## config.mk

```make
export PLATFORM = sky130hd
export DESIGN_NAME = tdm_dma_seq
export DESIGN_NICKNAME = d
export VERILOG_FILES = /design/src/rtl/tdm_pkg.sv /design/src/rtl/tdm_edge_sync.sv /design/src/rtl/tdm_tx_path.sv /design/src/rtl/tdm_rx_path.sv /design/src/rtl/tdm_dma_seq.sv
export SDC_FILE = /design/constraint.sdc
export NUM_CORES = 1
export LEC_CHECK = 0
export ABC_AREA = 1
export BUFFER_PORTS_ARGS = -buffer_cell sky130_fd_sc_hd__buf_2
export CAP_MARGIN = 20
export CORE_AREA = 8 8 344 346
export CTS_BUF_LIST = sky130_fd_sc_hd__clkbuf_8
export DETAILED_ROUTE_END_ITERATION = 12
export DIE_AREA = 0 0 352 354
export PLACE_DENSITY = 0.51
export SLEW_MARGIN = 5
export SYNTH_ARGS = -nofsm -noshare
export SYNTH_HDL_FRONTEND = slang
export SYNTH_SLANG_ARGS = --single-unit
```

## constraint.sdc

```tcl
create_clock -name clk -period 8.9 [get_ports clk]
set_clock_uncertainty 0.05 [all_clocks]
set_input_delay 0.445 -clock clk [delete_from_list [all_inputs] [get_ports clk]]
set_output_delay 0.445 -clock clk [all_outputs]
set_load 0.01 [all_outputs]
```

## src/rtl/tdm_pkg.sv

```systemverilog
package tdm_pkg;

  // Words held in the transmit queue ahead of the shifter at slot 0.
  localparam int PREFETCH = 2;

  // Frame events passed from the framing logic to the transmit side.
  typedef struct packed {
    logic load;    // frame pulse taken
    logic force_ld; // frame pulse taken while a frame was active
    logic move;    // queue head enters the shifter
    logic shift;   // advance one bit
    logic stop;    // frame finished, clear shifter
  } tx_ev_t;

endpackage

```

## src/rtl/tdm_edge_sync.sv

```systemverilog
module tdm_edge_sync (
  input  logic clk,
  input  logic rst_n,
  input  logic sclk,
  input  logic fsync,
  input  logic sd_in,
  output logic rise_p,
  output logic fall_p,
  output logic fs_s,
  output logic sd_s
);

  logic [2:0] s1_q, s2_q;
  logic       sclk_d_q;

  always_ff @(posedge clk or negedge rst_n) begin
    if (!rst_n) begin
      s1_q     <= '0;
      s2_q     <= '0;
      sclk_d_q <= 1'b0;
    end else begin
      s1_q     <= {sd_in, fsync, sclk};
      s2_q     <= s1_q;
      sclk_d_q <= s2_q[0];
    end
  end

  assign rise_p = s2_q[0] & ~sclk_d_q;
  assign fall_p = ~s2_q[0] & sclk_d_q;
  assign fs_s   = s2_q[1];
  assign sd_s   = s2_q[2];

endmodule

```

## src/rtl/tdm_tx_path.sv

```systemverilog
module tdm_tx_path import tdm_pkg::*; #(
  parameter int SLOTS = 8,
  parameter int W     = 32,
  parameter int AW    = 3,
  parameter int CW    = 4
) (
  input  logic          clk,
  input  logic          rst_n,
  input  logic          wr_en,
  input  logic [AW-1:0] wr_addr,
  input  logic [W-1:0]  wr_data,
  input  tx_ev_t        ev,
  output logic          sd_out,
  output logic [CW-1:0] count,
  output logic          irq
);

  logic [W-1:0]  mem_q [SLOTS];
  logic [W-1:0]  sh_q, sh_d, q0_q, q0_d, q1_q, q1_d;
  logic          q1v_q, q1v_d, prim_q, prim_d, irq_q, irq_d, reload;
  logic [AW-1:0] ptr_q, ptr_d;
  logic [CW-1:0] cnt_q, cnt_d;

  always_ff @(posedge clk) begin
    if (wr_en) mem_q[wr_addr] <= wr_data;
  end

  always_comb begin
    sh_d   = sh_q;
    q0_d   = q0_q;
    q1_d   = q1_q;
    q1v_d  = q1v_q;
    prim_d = prim_q;
    ptr_d  = ptr_q;
    cnt_d  = cnt_q;
    irq_d  = 1'b0;
    reload = 1'b0;
    if (ev.load && (ev.force_ld || !prim_q)) begin
      reload = 1'b1;
      sh_d   = '0;
    end else if (ev.move) begin
      sh_d = q0_q;
      if (q1v_q) begin
        q0_d  = q1_q;
        q1v_d = 1'b0;
      end else if (cnt_q != '0) begin
        q0_d  = mem_q[ptr_q];
        ptr_d = ptr_q + 1'b1;
        cnt_d = cnt_q - 1'b1;
        irq_d = (cnt_q == CW'(1));
      end else begin
        reload = 1'b1;
      end
    end else if (ev.shift) begin
      sh_d = {sh_q[W-2:0], 1'b0};
    end else if (ev.stop) begin
      sh_d = '0;
    end
    if (reload) begin
      q0_d   = mem_q[0];
      q1_d   = mem_q[1];
      q1v_d  = 1'b1;
      prim_d = 1'b1;
      ptr_d  = AW'(PREFETCH);
      cnt_d  = CW'(SLOTS - PREFETCH);
    end
  end

  always_ff @(posedge clk or negedge rst_n) begin
    if (!rst_n) begin
      sh_q   <= '0;
      q0_q   <= '0;
      q1_q   <= '0;
      q1v_q  <= 1'b0;
      prim_q <= 1'b0;
      ptr_q  <= '0;
      cnt_q  <= '0;
      irq_q  <= 1'b0;
    end else begin
      sh_q   <= sh_d;
      q0_q   <= q0_d;
      q1_q   <= q1_d;
      q1v_q  <= q1v_d;
      prim_q <= prim_d;
      ptr_q  <= ptr_d;
      cnt_q  <= cnt_d;
      irq_q  <= irq_d;
    end
  end

  assign sd_out = sh_q[W-1];
  assign count  = cnt_q;
  assign irq    = irq_q;

endmodule

```

## src/rtl/tdm_rx_path.sv

```systemverilog
module tdm_rx_path #(
  parameter int SLOTS = 8,
  parameter int W     = 32,
  parameter int AW    = 3,
  parameter int CW    = 4
) (
  input  logic          clk,
  input  logic          rst_n,
  input  logic          reload,
  input  logic          sample,
  input  logic          word_end,
  input  logic          sd,
  input  logic [AW-1:0] rd_addr,
  output logic [W-1:0]  rd_data,
  output logic [CW-1:0] count,
  output logic          irq
);

  logic [W-1:0]  mem_q [SLOTS];
  logic [W-2:0]  rsh_q, rsh_d;
  logic [AW-1:0] wptr_q, wptr_d;
  logic [CW-1:0] cnt_q, cnt_d;
  logic          irq_d, irq_q, we;

  assign we = sample & word_end & (cnt_q != '0) & ~reload;

  always_ff @(posedge clk) begin
    if (we) mem_q[wptr_q] <= {rsh_q, sd};
  end

  always_comb begin
    rsh_d  = rsh_q;
    wptr_d = wptr_q;
    cnt_d  = cnt_q;
    irq_d  = 1'b0;
    if (reload) begin
      rsh_d  = '0;
      wptr_d = '0;
      cnt_d  = CW'(SLOTS);
    end else if (sample) begin
      rsh_d = {rsh_q[W-3:0], sd};
      if (we) begin
        wptr_d = wptr_q + 1'b1;
        cnt_d  = cnt_q - 1'b1;
        irq_d  = (cnt_q == CW'(1));
      end
    end
  end

  always_ff @(posedge clk or negedge rst_n) begin
    if (!rst_n) begin
      rsh_q  <= '0;
      wptr_q <= '0;
      cnt_q  <= CW'(SLOTS);
      irq_q  <= 1'b0;
    end else begin
      rsh_q  <= rsh_d;
      wptr_q <= wptr_d;
      cnt_q  <= cnt_d;
      irq_q  <= irq_d;
    end
  end

  assign rd_data = mem_q[rd_addr];
  assign count   = cnt_q;
  assign irq     = irq_q;

endmodule

```

## src/rtl/tdm_dma_seq.sv

```systemverilog
module tdm_dma_seq import tdm_pkg::*; #(
  parameter int  SLOTS     = 8,
  parameter int  SLOT_BITS = 32,
  localparam int AW        = $clog2(SLOTS),
  localparam int CW        = $clog2(SLOTS + 1)
) (
  input  logic                 clk,
  input  logic                 rst_n,
  input  logic                 sclk,
  input  logic                 fsync,
  input  logic                 sd_in,
  output logic                 sd_out,
  input  logic                 tx_wr_en,
  input  logic [AW-1:0]        tx_wr_addr,
  input  logic [SLOT_BITS-1:0] tx_wr_data,
  input  logic [AW-1:0]        rx_rd_addr,
  output logic [SLOT_BITS-1:0] rx_rd_data,
  output logic [CW-1:0]        tx_count,
  output logic [CW-1:0]        rx_count,
  output logic                 tx_irq,
  output logic                 rx_irq,
  output logic                 sync_err
);

  localparam int BW = $clog2(SLOT_BITS);
  localparam int PW = $clog2(SLOTS * SLOT_BITS);
  localparam logic [PW-1:0] LAST = PW'(SLOTS * SLOT_BITS - 1);

  logic [1:0] rst_q;
  logic       rst_sn;

  always_ff @(posedge clk or negedge rst_n) begin
    if (!rst_n) rst_q <= '0;
    else        rst_q <= {rst_q[0], 1'b1};
  end
  assign rst_sn = rst_q[1];

  logic rise_p, fall_p, fs_s, sd_s;

  tdm_edge_sync u_sync (
    .clk(clk), .rst_n(rst_sn), .sclk(sclk), .fsync(fsync), .sd_in(sd_in),
    .rise_p(rise_p), .fall_p(fall_p), .fs_s(fs_s), .sd_s(sd_s)
  );

  logic          active_q, active_d, armed_q, armed_d, err_q, err_d;
  logic [PW-1:0] pos_q, pos_d;
  logic          fs_evt, start, slot_end, last;
  tx_ev_t        tx_ev;

  assign fs_evt   = fall_p & fs_s;
  assign start    = rise_p & armed_q;
  assign slot_end = &pos_q[BW-1:0];
  assign last     = (pos_q == LAST);

  always_comb begin
    active_d = active_q;
    armed_d  = armed_q;
    err_d    = err_q;
    pos_d    = pos_q;
    if (fs_evt) begin
      armed_d  = 1'b1;
      active_d = 1'b0;
      if (active_q) err_d = 1'b1;
    end else if (start) begin
      armed_d  = 1'b0;
      active_d = 1'b1;
      pos_d    = '0;
    end else if (rise_p && active_q) begin
      if (last) active_d = 1'b0;
      else      pos_d    = pos_q + 1'b1;
    end
  end

  always_ff @(posedge clk or negedge rst_sn) begin
    if (!rst_sn) begin
      active_q <= 1'b0;
      armed_q  <= 1'b0;
      err_q    <= 1'b0;
      pos_q    <= '0;
    end else begin
      active_q <= active_d;
      armed_q  <= armed_d;
      err_q    <= err_d;
      pos_q    <= pos_d;
    end
  end

  assign tx_ev.load     = fs_evt;
  assign tx_ev.force_ld = active_q;
  assign tx_ev.move     = start | (rise_p & active_q & slot_end & ~last);
  assign tx_ev.shift    = rise_p & active_q & ~slot_end;
  assign tx_ev.stop     = rise_p & active_q & last;

  tdm_tx_path #(.SLOTS(SLOTS), .W(SLOT_BITS), .AW(AW), .CW(CW)) u_tx (
    .clk(clk), .rst_n(rst_sn), .wr_en(tx_wr_en), .wr_addr(tx_wr_addr),
    .wr_data(tx_wr_data), .ev(tx_ev), .sd_out(sd_out), .count(tx_count),
    .irq(tx_irq)
  );

  tdm_rx_path #(.SLOTS(SLOTS), .W(SLOT_BITS), .AW(AW), .CW(CW)) u_rx (
    .clk(clk), .rst_n(rst_sn), .reload(fs_evt),
    .sample(fall_p & active_q & ~fs_s), .word_end(slot_end), .sd(sd_s),
    .rd_addr(rx_rd_addr), .rd_data(rx_rd_data), .count(rx_count),
    .irq(rx_irq)
  );

  assign sync_err = err_q;

endmodule

```

* After elaboration in Yosys (flattened, before gate mapping)
Memory sizes are Yosys's and may differ from the RTL's. A register that Yosys moved wholly into a read port is not among the register bits.
Index checks and enable logic that the tools add are counted.
** Operators by class
- Add/subtract/negate cells :: 5
- $mul :: 0
- Divide/modulo/power cells :: 0
- Order comparisons :: 0
- Eq/ne operators :: 6
- Shifts and indexed selects :: 0
- Muxes and demuxes :: 54
- Bitwise gates (word level) :: 21
- Reductions and logical operators :: 25
** Operator list (count)
- two-way mux 32 bit :: 9
- two-way mux 31 bit :: 2
- two-way mux 4 bit :: 8
- two-way mux 1 bit :: 24
- two-way mux 3 bit :: 8
- two-way mux 8 bit :: 3
- bitwise AND 1 bit :: 14
- nonzero test 2 bit :: 6
- nonzero test 4 bit :: 3
- nonzero test 3 bit :: 3
- adder 8 x 1 -> 8 bit (second input constant) :: 1
- equality test 4 x 1 -> 1 bit (second input constant) :: 2
- equality test 8 bit (second input constant) :: 1
- AND reduction 2 bit :: 4
- subtractor 4 x 1 -> 4 bit (second input constant) :: 2
- adder 3 x 1 -> 3 bit (second input constant) :: 2
- NOT 1 bit :: 6
- AND reduction 3 bit :: 2
- AND reduction 5 bit :: 1
- inequality test 2 bit (second input constant) :: 2
- AND reduction 4 bit :: 1
- logical AND 1 bit :: 2
- logical NOT 1 bit :: 2
- inequality test 2 x 1 -> 1 bit (second input constant) :: 1
- 2 further kinds :: 2
** Word-level totals
- Flip-flop bits (word level) :: 133
- Bits in latches :: 0
- RAM bits :: 512
- Bits in read-only memories :: 0
- Bits of input ports :: 44
- Output and inout port bits :: 44
- Word-level logic and storage cells :: 132
- Memories :: 2
** Memories
- u_rx.mem_q :: depth 8, bits a word 32, rd ports 1, clocked after Yosys merged registers in 0, wr ports 1, RTL line tdm_rx_path.sv:19 : logic [W-1:0] mem_q [SLOTS];
- u_tx.mem_q :: depth 8, bits a word 32, rd ports 3, clocked after Yosys merged registers in 1, wr ports 1, RTL line tdm_tx_path.sv:18 : logic [W-1:0] mem_q [SLOTS];

* Depth between registers and ports, before layout
Gate-level depths: netlist (run 1).
- Depth after elaboration :: 10
- Mapped depth :: 15
- Mapped depth without buffers :: 14

* By module
A second synthesis (run 1) with hierarchy kept.
** Unflattened totals
- Cells, all modules :: 2817
- Area total of the unflattened synthesis :: 28612.4 sq um
** Modules (own cells, without submodules)
- tdm_tx_path :: instances 1, cells each 1506, area an instance 15325.9 sq um, seq. area each 10339.9 sq um
- tdm_rx_path :: instances 1, cells each 1203, area an instance 12350.6 sq um, seq. area each 8664.6 sq um
- tdm_dma_seq :: instances 1, cells each 97, area an instance 745.7 sq um, seq. area each 325.3 sq um
- tdm_edge_sync :: instances 1, cells each 11, area an instance 190.2 sq um, seq. area each 175.2 sq um

* Least setup slack after synthesis (run 1)
OpenSTA, ideal clock, no wires.
- Path type :: reg2reg
- From :: reg pos_q[0]
- To :: mem u_rx.mem_q[6][0] (enable)
- Setup time :: 0.461 ns
- Data arrival time :: 3.514 ns
- Required time :: 8.389 ns
- Path slack :: 4.875 ns
- Stages on the path, launching flop included :: 11
- Path buffers :: 0
- Clock period less this slack :: 4.025 ns
- Cells stage by stage :: dfrtp_1 ha_1 inv_1 nor2_4 ha_1 inv_1 a21oi_1 nand2_1 inv_2 nand2_1 nor3_1
** Between the ends
- Longest elaborated chain between the ends :: 6
** RTL lines
- from (decl) :: RTL line tdm_dma_seq.sv:46 : logic [PW-1:0] pos_q, pos_d;
- from (signal assigned) :: RTL line tdm_dma_seq.sv:84 : pos_q <= pos_d;
- AND reduction 5 bit :: RTL line tdm_dma_seq.sv:52 : assign slot_end = &pos_q[BW-1:0];
- bitwise AND 1 bit (3 in a row) :: RTL line tdm_rx_path.sv:25 : assign we = sample & word_end & (cnt_q != '0) & ~reload;
- two-way mux 1 bit :: RTL line tdm_rx_path.sv:28 : if (we) mem_q[wptr_q] <= {rsh_q, sd};
- two-way mux 1 bit (not written as such) :: RTL line tdm_rx_path.sv:28
- to (decl) :: RTL line tdm_rx_path.sv:19
Every way passes these cells.

* Final worst setup path (run 1)
- From :: in rx_rd_addr[0]
- To :: out rx_rd_data[31]
** Between the ends
- Longest elaborated chain between the ends :: 1
** RTL lines
- from (decl) :: RTL line tdm_dma_seq.sv:16 : input logic [AW-1:0] rx_rd_addr,
- memory read (8 x 32 bit)
- to (decl) :: RTL line tdm_dma_seq.sv:17 : output logic [SLOT_BITS-1:0] rx_rd_data,
Every way passes these cells.

==> results of run 1 <==
flip-flops by register name, summed over array words and instances (netlist names), 2 cells and up:
register,flops
pos_q,8
rst_q,2
u_rx.count,4
u_rx.mem_q,256
u_rx.rsh_q,31
u_rx.wptr_q,3
u_sync.s1_q,3
u_sync.s2_q,3
u_tx.count,4
u_tx.mem_q,256
u_tx.ptr_q,3
u_tx.q0_q,32
u_tx.q1_q,32
u_tx.sh_q,32
cell families after synthesis:
family / count (synthesis) / synth area share
flops: 677 / 0.6979
other cells: 1 / 0.0001342
buf+inv: 367 / 0.05479
simple gates: 1198 / 0.1744
compound gates: 314 / 0.06769
fa+ha+maj: 10 / 0.004477
xor+xnor: 2 / 0.0006268
layout make-up:
cell class              count  area (um2)  share of cell area
well taps                1512        1892             0.05799
clock inverters            82       442.9             0.01358
clock buffers             126        1734             0.05316
repair buffers            159        1151             0.03528
diodes                      3       7.507           0.0002301
multi-input cells        1525        7028              0.2154
inverters                 225       854.6             0.02619
flip-flops and latches    677       19510              0.5981
repair_timing:
| item | CTS | global route |
|---|---|---|
| hold endpoints to repair | 261 | 0 |
| gates resized for setup | 0 | 0 |
| hold buffers | 37 | 0 |
path summary, 6_finish.rpt:
| path | from | to | slack [ns] | cells after the start |
|---|---|---|---|---|
| min in group clk | tx_wr_addr[1] | u_tx.mem_q[7][25]$_DFFE_PP_ | 0.28 | 3 |
| worst max register to register | pos_q[1]$_DFFE_PN0P_ | u_tx.q0_q[3]$_DFFE_PN0P_ | 5.71 | 15 |
| max in group asynchronous | rst_q[1]$_DFF_PN0_ | u_tx.ptr_q[0]$_DFFE_PN0P_ | 6.31 | 2 |
| worst max-delay path | rx_rd_addr[0] | rx_rd_data[31] | 5.57 | 8 |
| worst min-delay path | rst_q[1]$_DFF_PN0_ | u_rx.rsh_q[9]$_DFFE_PN0P_ | 0.18 | 0 |
| worst min register to register | rst_q[1]$_DFF_PN0_ | u_rx.rsh_q[9]$_DFFE_PN0P_ | 0.18 | 0 |
where the power goes:
part	total (mW)	internal (mW)	switching [mW]
registers	3.84	3.66	0.176
clock network	2.63	1.38	1.25
logic	1.58	0.501	1.08
total	8.05	5.55	2.50
per-layer routing:
metal  wire [um]  up-vias
met3        3452       91
met4        1253        2
met1       30780     8930
met5          13        -
li1            -     8965
met2       32770      347
synth_stat cells (11+ instances only):
library cell / n / area [um2]
nand2_1: 732 / 2748
edfxtp_1: 512 / 15370
nand3_1: 222 / 1111
inv_1: 218 / 818.3
nor2_1: 217 / 814.5
dfrtp_1: 164 / 4104
o21ai_0: 164 / 820.8
o32ai_1: 64 / 560.5
clkbuf_1: 62 / 232.7
buf_2: 57 / 285.3
o21ai_1: 43 / 215.2
o22ai_1: 22 / 137.6
buf_1: 11 / 41.29
==> impl_metrics.ini, run 1 <==
[worst_setup_path]
cpPeakStageDelay_ns = 0.76
critPathCaptureType = output pin
start_kind = input pin
slowest_stage = buf_4
arrival_ns = 2.84
path_cells = buf_4, inv_4, buf_4, nor2_1, o32ai_1, nand2_1, nand2_1, buf_2
crit_buf_inv = 4
critPathKind = input pin to output pin
cp_max_fo = 74
cp_top_family = buffers and inverters
cp_data_required_time_ns = 8.41

[clocking]
cts_inserted_buffers = 111
cts.htree.levels = 3
cts_tree = yes
clk_pin_slew_ns = 0.06
cts_buffer_depth = 3
cts-root-buf = clkbuf_8
cts_setup_buffers = 0
cts_sinks = 677
clk_latency_ns = 0.71

[sta]
hold_ws_ns = 0.1763
setup_tns_ns = 0
rsz0062_at_grt = no
period_minus_slack_ns = 3.334
tightest_slew_ns = 1.095
setup_viol = 0
slew_headroom = 0.2692
fmax_mhz = 299.9
fin_crit_sh = 0.3746
report.final.slew_viol_count = 0
hold_violations = 0
worst_slack_ns = 5.566

[global_route]
grt_util_met2 = 0.1836
grt_max_degree = 95
grt_pass1_vias = 18507
busiest_layer = met2
grt_pass1_wl_mm = 107.6
grt-ovfl-total = 0
antenna_found_initial = 5
gr-usage-met3 = 0.02541
grt.total_usage = 0.1072
grt_use_met1 = 0.1362

[placed_design]
place_area_mm2 = 0.03004
place_ws_ns = 5.582
dp.cells = 4060
port_buffers = 87
place_hpwl_mm = 38.71
place_congestion = 0.7112

[floorplan]
fp.dieW_um = 352
rows = 124
die_y_um = 354
dieArea_mm2 = 0.1246
ios = 88
coreArea_mm2 = 0.1131
start_util = 0.2471

[finish]
final_cells = 4309
final_core_util = 0.2884
final_area_mm2 = 0.03262
fillers = 11778
drive_above_1_share = 0.1142
fin_nets = 2753
final_common_cell = nand2_1
syn2layout_area_growth_pct = 16.72
layout_common_cells = nand2_1, edfxtp_1, inv_1, nand3_1, nor2_1

[drt]
dr.pass1.iters = 5
vias_per_cell = 4.255
avgRoutedWirePerCell_um = 15.84
routed_wirelength_mm = 68.27
num_vias = 18335
detail-route-antenna-nets = 0
drc = 0
drt-initial-drc-count = 1122

[synthesis]
synthesis.area_mm2 = 0.02795
syn_nets = 2623
synth_cell_types = 40
ys_seq_area_frac = 0.6979
synth.avg_cell_area_um2 = 10.88
netlist_instances = 2569
synth_edf_count = 512
ys_ff_latch = 677
ys_warn_count = 0
synth_ff_type = edfxtp_1
ys_async_sr_fraction = 0.2437

[power]
power_mw = 8.053
power.density_mw_per_mm2 = 246.8
p_leak_nw = 12.94
peakVddDrop_mv = 0.1218

[job]
drv_cap = 0

[outcome]
outcome = completed

[min_path]
hold_class = flip-flop to async pin
Note: power is estimated with default switching activity, not from simulation.
==> run 2, diff against run 1 <==
==> constraint.sdc (replaced) <==
create_clock -name clk -period 3.3 [get_ports clk]
set_clock_uncertainty 0.05 [all_clocks]
set_input_delay 0.165 -clock clk [delete_from_list [all_inputs] [get_ports clk]]
set_output_delay 0.165 -clock clk [all_outputs]
set_load 0.01 [all_outputs]
==> impl_metrics.ini, run 2 (same netlist as run 1, synthesis figures left out) <==
[outcome]
outcome = completed

[placed_design]
port_buffers = 87
place_congestion = 0.7347
place_hpwl_mm = 40.69

[job]
drv_cap = 0

[finish]
fin_nets = 2776
top_regs = u_rx.mem_q: 256 flops, u_tx.mem_q: 256 flops
syn2layout_area_growth_pct = 17.91
final_common_cell = nand2_1
drive_above_1_share = 0.1223
layout_common_cells = nand2_1, edfxtp_1, inv_1, nand3_1, nor2_1
final_core_util = 0.2914

[worst_setup_path]
critPathKind = flip-flop to flip-flop
r2r_slack_ns = 0.64
critPathCaptureType = flip-flop
start_kind = flip-flop
cp_data_required_time_ns = 3.64
reg2regPathDepth = 11
cp_max_fo = 20
arrival_ns = 3.00

[power]
power_mw = 22.13
p_leak_nw = 13.25
switchingPower_mw = 6.853
peakVddDrop_mv = 0.3990
power.density_mw_per_mm2 = 671.4
clkPwrFrac = 0.333
intPower_mw = 15.27
switching_share = 0.3097
comb_power_share = 0.203
seq_power_share = 0.464

[sta]
setup_tns_ns = 0
hold_violations = 0
setup_viol = 0
tightest_slew_ns = 0.9591
fmax_mhz = 376.3
period_minus_slack_ns = 2.658
slew_headroom = 0.3599
fin_crit_sh = 0.8054
rsz0062_at_grt = no
report.final.slew_viol_count = 0

[drt]
routed_wirelength_mm = 69.60
drc = 0
avgRoutedWirePerCell_um = 16.09
detail-route-antenna-nets = 0
drt-initial-drc-count = 1335
vias_per_cell = 4.275
num_vias = 18494
dr.pass1.iters = 5

[min_path]
hold_depth = 2
hold_class = input pin to flip-flop

[floorplan]
coreArea_mm2 = 0.1131
ios = 88
fp.dieW_um = 352
start_util = 0.2471
dieArea_mm2 = 0.1246
rows = 124
die_y_um = 354

[global_route]
grt.total_usage = 0.1083
antenna_found_initial = 4
grt_max_degree = 73
grt-ovfl-total = 0
grt_pass1_wl_mm = 108.9
grt_pass1_vias = 18502

[clocking]
cts-root-buf = clkbuf_8
clk_latency_ns = 0.72
cts_setup_buffers = 0
cts.htree.levels = 3
clk_pin_slew_ns = 0.06
cts_inserted_buffers = 112
cts_buffer_depth = 3
cts_tree = yes
cts_sinks = 677
[run 2: cell count changes in the layout (fill, tap and decap cells not counted), moves of 2 or more]
cell           delta
buf_4            +10
clkinv_2          +5
nor3_2            -2
inv_1            -10
nor3_4            +2
buf_16            -2
bufinv_16         +3
dlygate4sd3_1     +3
buf_12           +11
inv_6             -2
[run 2: final timing paths]
check / startpoint / to
max: pos_q[0]$_DFFE_PN0P_ / u_rx.mem_q[2][27]$_DFFE_PP_
min: fsync / u_sync.s1_q[1]$_DFF_PN0_
max reg2reg: pos_q[0]$_DFFE_PN0P_ / u_rx.mem_q[2][27]$_DFFE_PP_
min reg2reg: rst_q[0]$_DFF_PN0_ / rst_q[1]$_DFF_PN0_
max in group asynchronous: rst_q[1]$_DFF_PN0_ / u_rx.count[3]$_DFFE_PN1P_
min in group asynchronous: rst_n / rst_q[1]$_DFF_PN0_
[run 2: critical path, cell delays in order, from the launching register on]
cell and delay, ns:
dfrtp_1 0.35, ha_1 0.17, inv_1 0.08, nor2_4 0.13
ha_1 0.15, inv_1 0.06, a21oi_1 0.11, nand2_1 0.14
inv_2 0.13, nand2_1 0.25, nor2_4 0.46, buf_12 0.25
[run 2: per-stage QoR]
step	instance area [um2]	hold WS [ns]	std cells	worst slack, ns
6_report	32960	0.1637	4326	0.6423
5_1_grt	32950	0.09783	4324	0.3923
3_5_place_dp	30320	-0.09544	4080	0.6141
3_3_place_gp	30320	-0.09721	4080	0.6184
2_1_floorplan	27960	-0.1806	2569	0.1467
4_1_cts	32950	0.06728	4324	0.6145
[run 2: final cells by class]
type | count | area (um2)
tap | 1512 | 1892
inverter | 225 | 852.1
fill | 11724 | 80150
timing repair buffer | 181 | 1421
antenna | 2 | 5.005
clock inverter | 78 | 495.5
sequential | 677 | 19520
multi-input combinational | 1525 | 7041
clock buffer | 126 | 1734
[run 2: power by group through the flow]
| stage | Combinational [mW] | Sequential (mW) | Clock [mW] |
|---|---|---|---|
| floorplan | 3.22 | 10.3 | 0 |
| global placement | 4.47 | 10.4 | 0 |
| detailed placement | 4.52 | 10.4 | 0 |
| CTS | 4.59 | 10.3 | 7.59 |
| global route | 5.16 | 10.3 | 7.92 |
| finish | 4.50 | 10.3 | 7.36 |
[run 2: metal layers]
layer / wire length (um) / track usage / vias up
li1: - / - / 9012
met1: 32100 / 0.1437 / 8980
met2: 32420 / 0.1769 / 368
met3: 3472 / 0.02474 / 130
met4: 1583 / 0.03081 / 4
met5: 26 / 0 / -
[run 2: timing repair]
action | CTS | global route
endpoints found under the setup margin | 0 | 0
hold buffers | 40 | 0
endpoints found under the hold margin | 305 | 0
gates resized for setup | 0 | 0
==> run 3, diff against run 2 <==
==> constraint.sdc (replaced) <==
create_clock -name clk -period 2.47 [get_ports clk]
set_clock_uncertainty 0.05 [all_clocks]
set_input_delay 0.1235 -clock clk [delete_from_list [all_inputs] [get_ports clk]]
set_output_delay 0.1235 -clock clk [all_outputs]
set_load 0.01 [all_outputs]
==> impl_metrics.ini, run 3 (same netlist as run 1, synthesis figures left out) <==
[outcome]
outcome = completed

[finish]
register_area_mm2 = 0.01951
fillers = 11729
multi_input_area_mm2 = 0.007067
fin_nets = 2802
syn2layout_area_growth_pct = 19.45
drive_above_1_share = 0.1352
layout_common_cells = nand2_1, edfxtp_1, inv_1, nand3_1, nor2_1
top_regs = u_rx.mem_q: 256 flops, u_tx.mem_q: 256 flops
final_common_cell = nand2_1
final_core_util = 0.2952

[drt]
drc = 0
avgRoutedWirePerCell_um = 15.92
highest_layer = met4
met1_length_mm = 31.63
route.met3.wl_mm = 3.523
routed_wirelength_mm = 69.32
num_vias = 18498
dr.pass1.iters = 5
detail-route-antenna-nets = 0
drt-initial-drc-count = 1181
met2WireLength_mm = 33.02
vias_per_cell = 4.248

[worst_setup_path]
slowest_stage = dfrtp_1
cpPeakStageDelay_ns = 0.35
arrival_ns = 2.56
critPathCaptureType = flip-flop
critPathKind = flip-flop to flip-flop
path_cells = ha_2, inv_2, nor2_4, ha_2, inv_2, a21oi_2, nand2_2, inv_4, nand2_4, nor2_4, buf_12
cp_data_required_time_ns = 2.80
start_kind = flip-flop
cp_max_fo = 24

[sta]
hold_ws_ns = 0.05231
rsz0062_at_grt = no
tightest_slew_ns = 0.8742
period_minus_slack_ns = 2.238
report.final.slew_viol_count = 0
fin_crit_sh = 0.9060
setup_viol = 0
slew_headroom = 0.4166
fmax_mhz = 446.8
hold_violations = 0

[placed_design]
place_congestion = 0.7338
place_hpwl_mm = 40.61
port_buffers = 87

[floorplan]
ios = 88
rows = 124
start_util = 0.2471
dieArea_mm2 = 0.1246
coreArea_mm2 = 0.1131
die_y_um = 354
fp.dieW_um = 352

[clocking]
cts_sinks = 677
cts_buffer_depth = 3
clk_pin_slew_ns = 0.08
cts.htree.levels = 3
cts_tree = yes
cts-root-buf = clkbuf_8
clk_latency_ns = 0.72
cts_inserted_buffers = 111
cts_resized = 0

[job]
drv_cap = 0

[global_route]
antenna_found_initial = 4
grt_pass1_vias = 18833
grt.total_usage = 0.1084
grt-ovfl-total = 0
grt_max_degree = 129
grt_pass1_wl_mm = 108.9

[power]
p_leak_nw = 13.37
power.density_mw_per_mm2 = 891.9
peakVddDrop_mv = 0.5031

[min_path]
hold_class = input pin to flip-flop
[run 3: through the flow]
step / setup TNS, ns / power, mW / std cells / area [um2] / worst slack [ns]
floorplan: -18.53 / 18.05 / 2569 / 28020 / -0.07767
global route: 0 / 31.61 / 4354 / 33380 / 0.09836
finish: 0 / 29.78 / 4355 / 33380 / 0.2321
CTS: 0 / 30.25 / 4353 / 33380 / 0.2348
global placement: 0 / 20.19 / 4108 / 30750 / 0.2847
detailed placement: 0 / 20.24 / 4108 / 30750 / 0.2462
[run 3: area by class of cell]
type / instances / area share
Multi-Input combinational cell: 1525 / 0.2117
Antenna cell: 2 / 0.0001499
Clock buffer: 125 / 0.05153
Sequential cell: 677 / 0.5845
Timing Repair Buffer: 208 / 0.05419
Tap cell: 1512 / 0.05667
Clock inverter: 81 / 0.01567
Inverter: 225 / 0.02560
[run 3: path summary, 6_finish.rpt]
check	from	endpoint	slack, ns	depth (start not counted)
max in group asynchronous	rst_q[1]$_DFF_PN0_	u_tx.ptr_q[0]$_DFFE_PN0P_	1.47	1
min	sd_in	u_sync.s1_q[2]$_DFF_PN0_	0.05	2
max	pos_q[1]$_DFFE_PN0P_	u_rx.mem_q[2][29]$_DFFE_PP_	0.23	11
min in group asynchronous	rst_q[1]$_DFF_PN0_	u_tx.irq$_DFF_PN0_	0.13	0
min reg2reg	rst_q[1]$_DFF_PN0_	u_tx.irq$_DFF_PN0_	0.13	0
max reg2reg	pos_q[1]$_DFFE_PN0P_	u_rx.mem_q[2][29]$_DFFE_PP_	0.23	11
[run 3: what timing repair did]
action / CTS / global route
hold buffers: 39 / 0
setup buffers: 0 / 0
endpoints found under the hold margin: 283 / 0
[run 3: power by group]
part           internal (mW)  total, mW  switching [mW]
logic                   2.12       6.28            4.17
registers               13.2       13.7           0.489
clock network           5.27       9.80            4.53
[run 3: worst max-delay path: cells and delay by family (launching register included)]
kind	cells	cell delay (ns)
AND/OR/NAND/NOR	4	0.55
buffers and inverters	4	0.47
adder cells (fa/ha/maj)	2	0.37
flip-flops	1	0.35
AO/OA/AOI/OAI	1	0.11
[run 3: metal layers]
layer,vias to the layer above,GRT usage
li1,9067,-
met1,8978,0.1411
met2,356,0.1822
met5,-,0
met3,97,0.02367
met4,0,0.02852
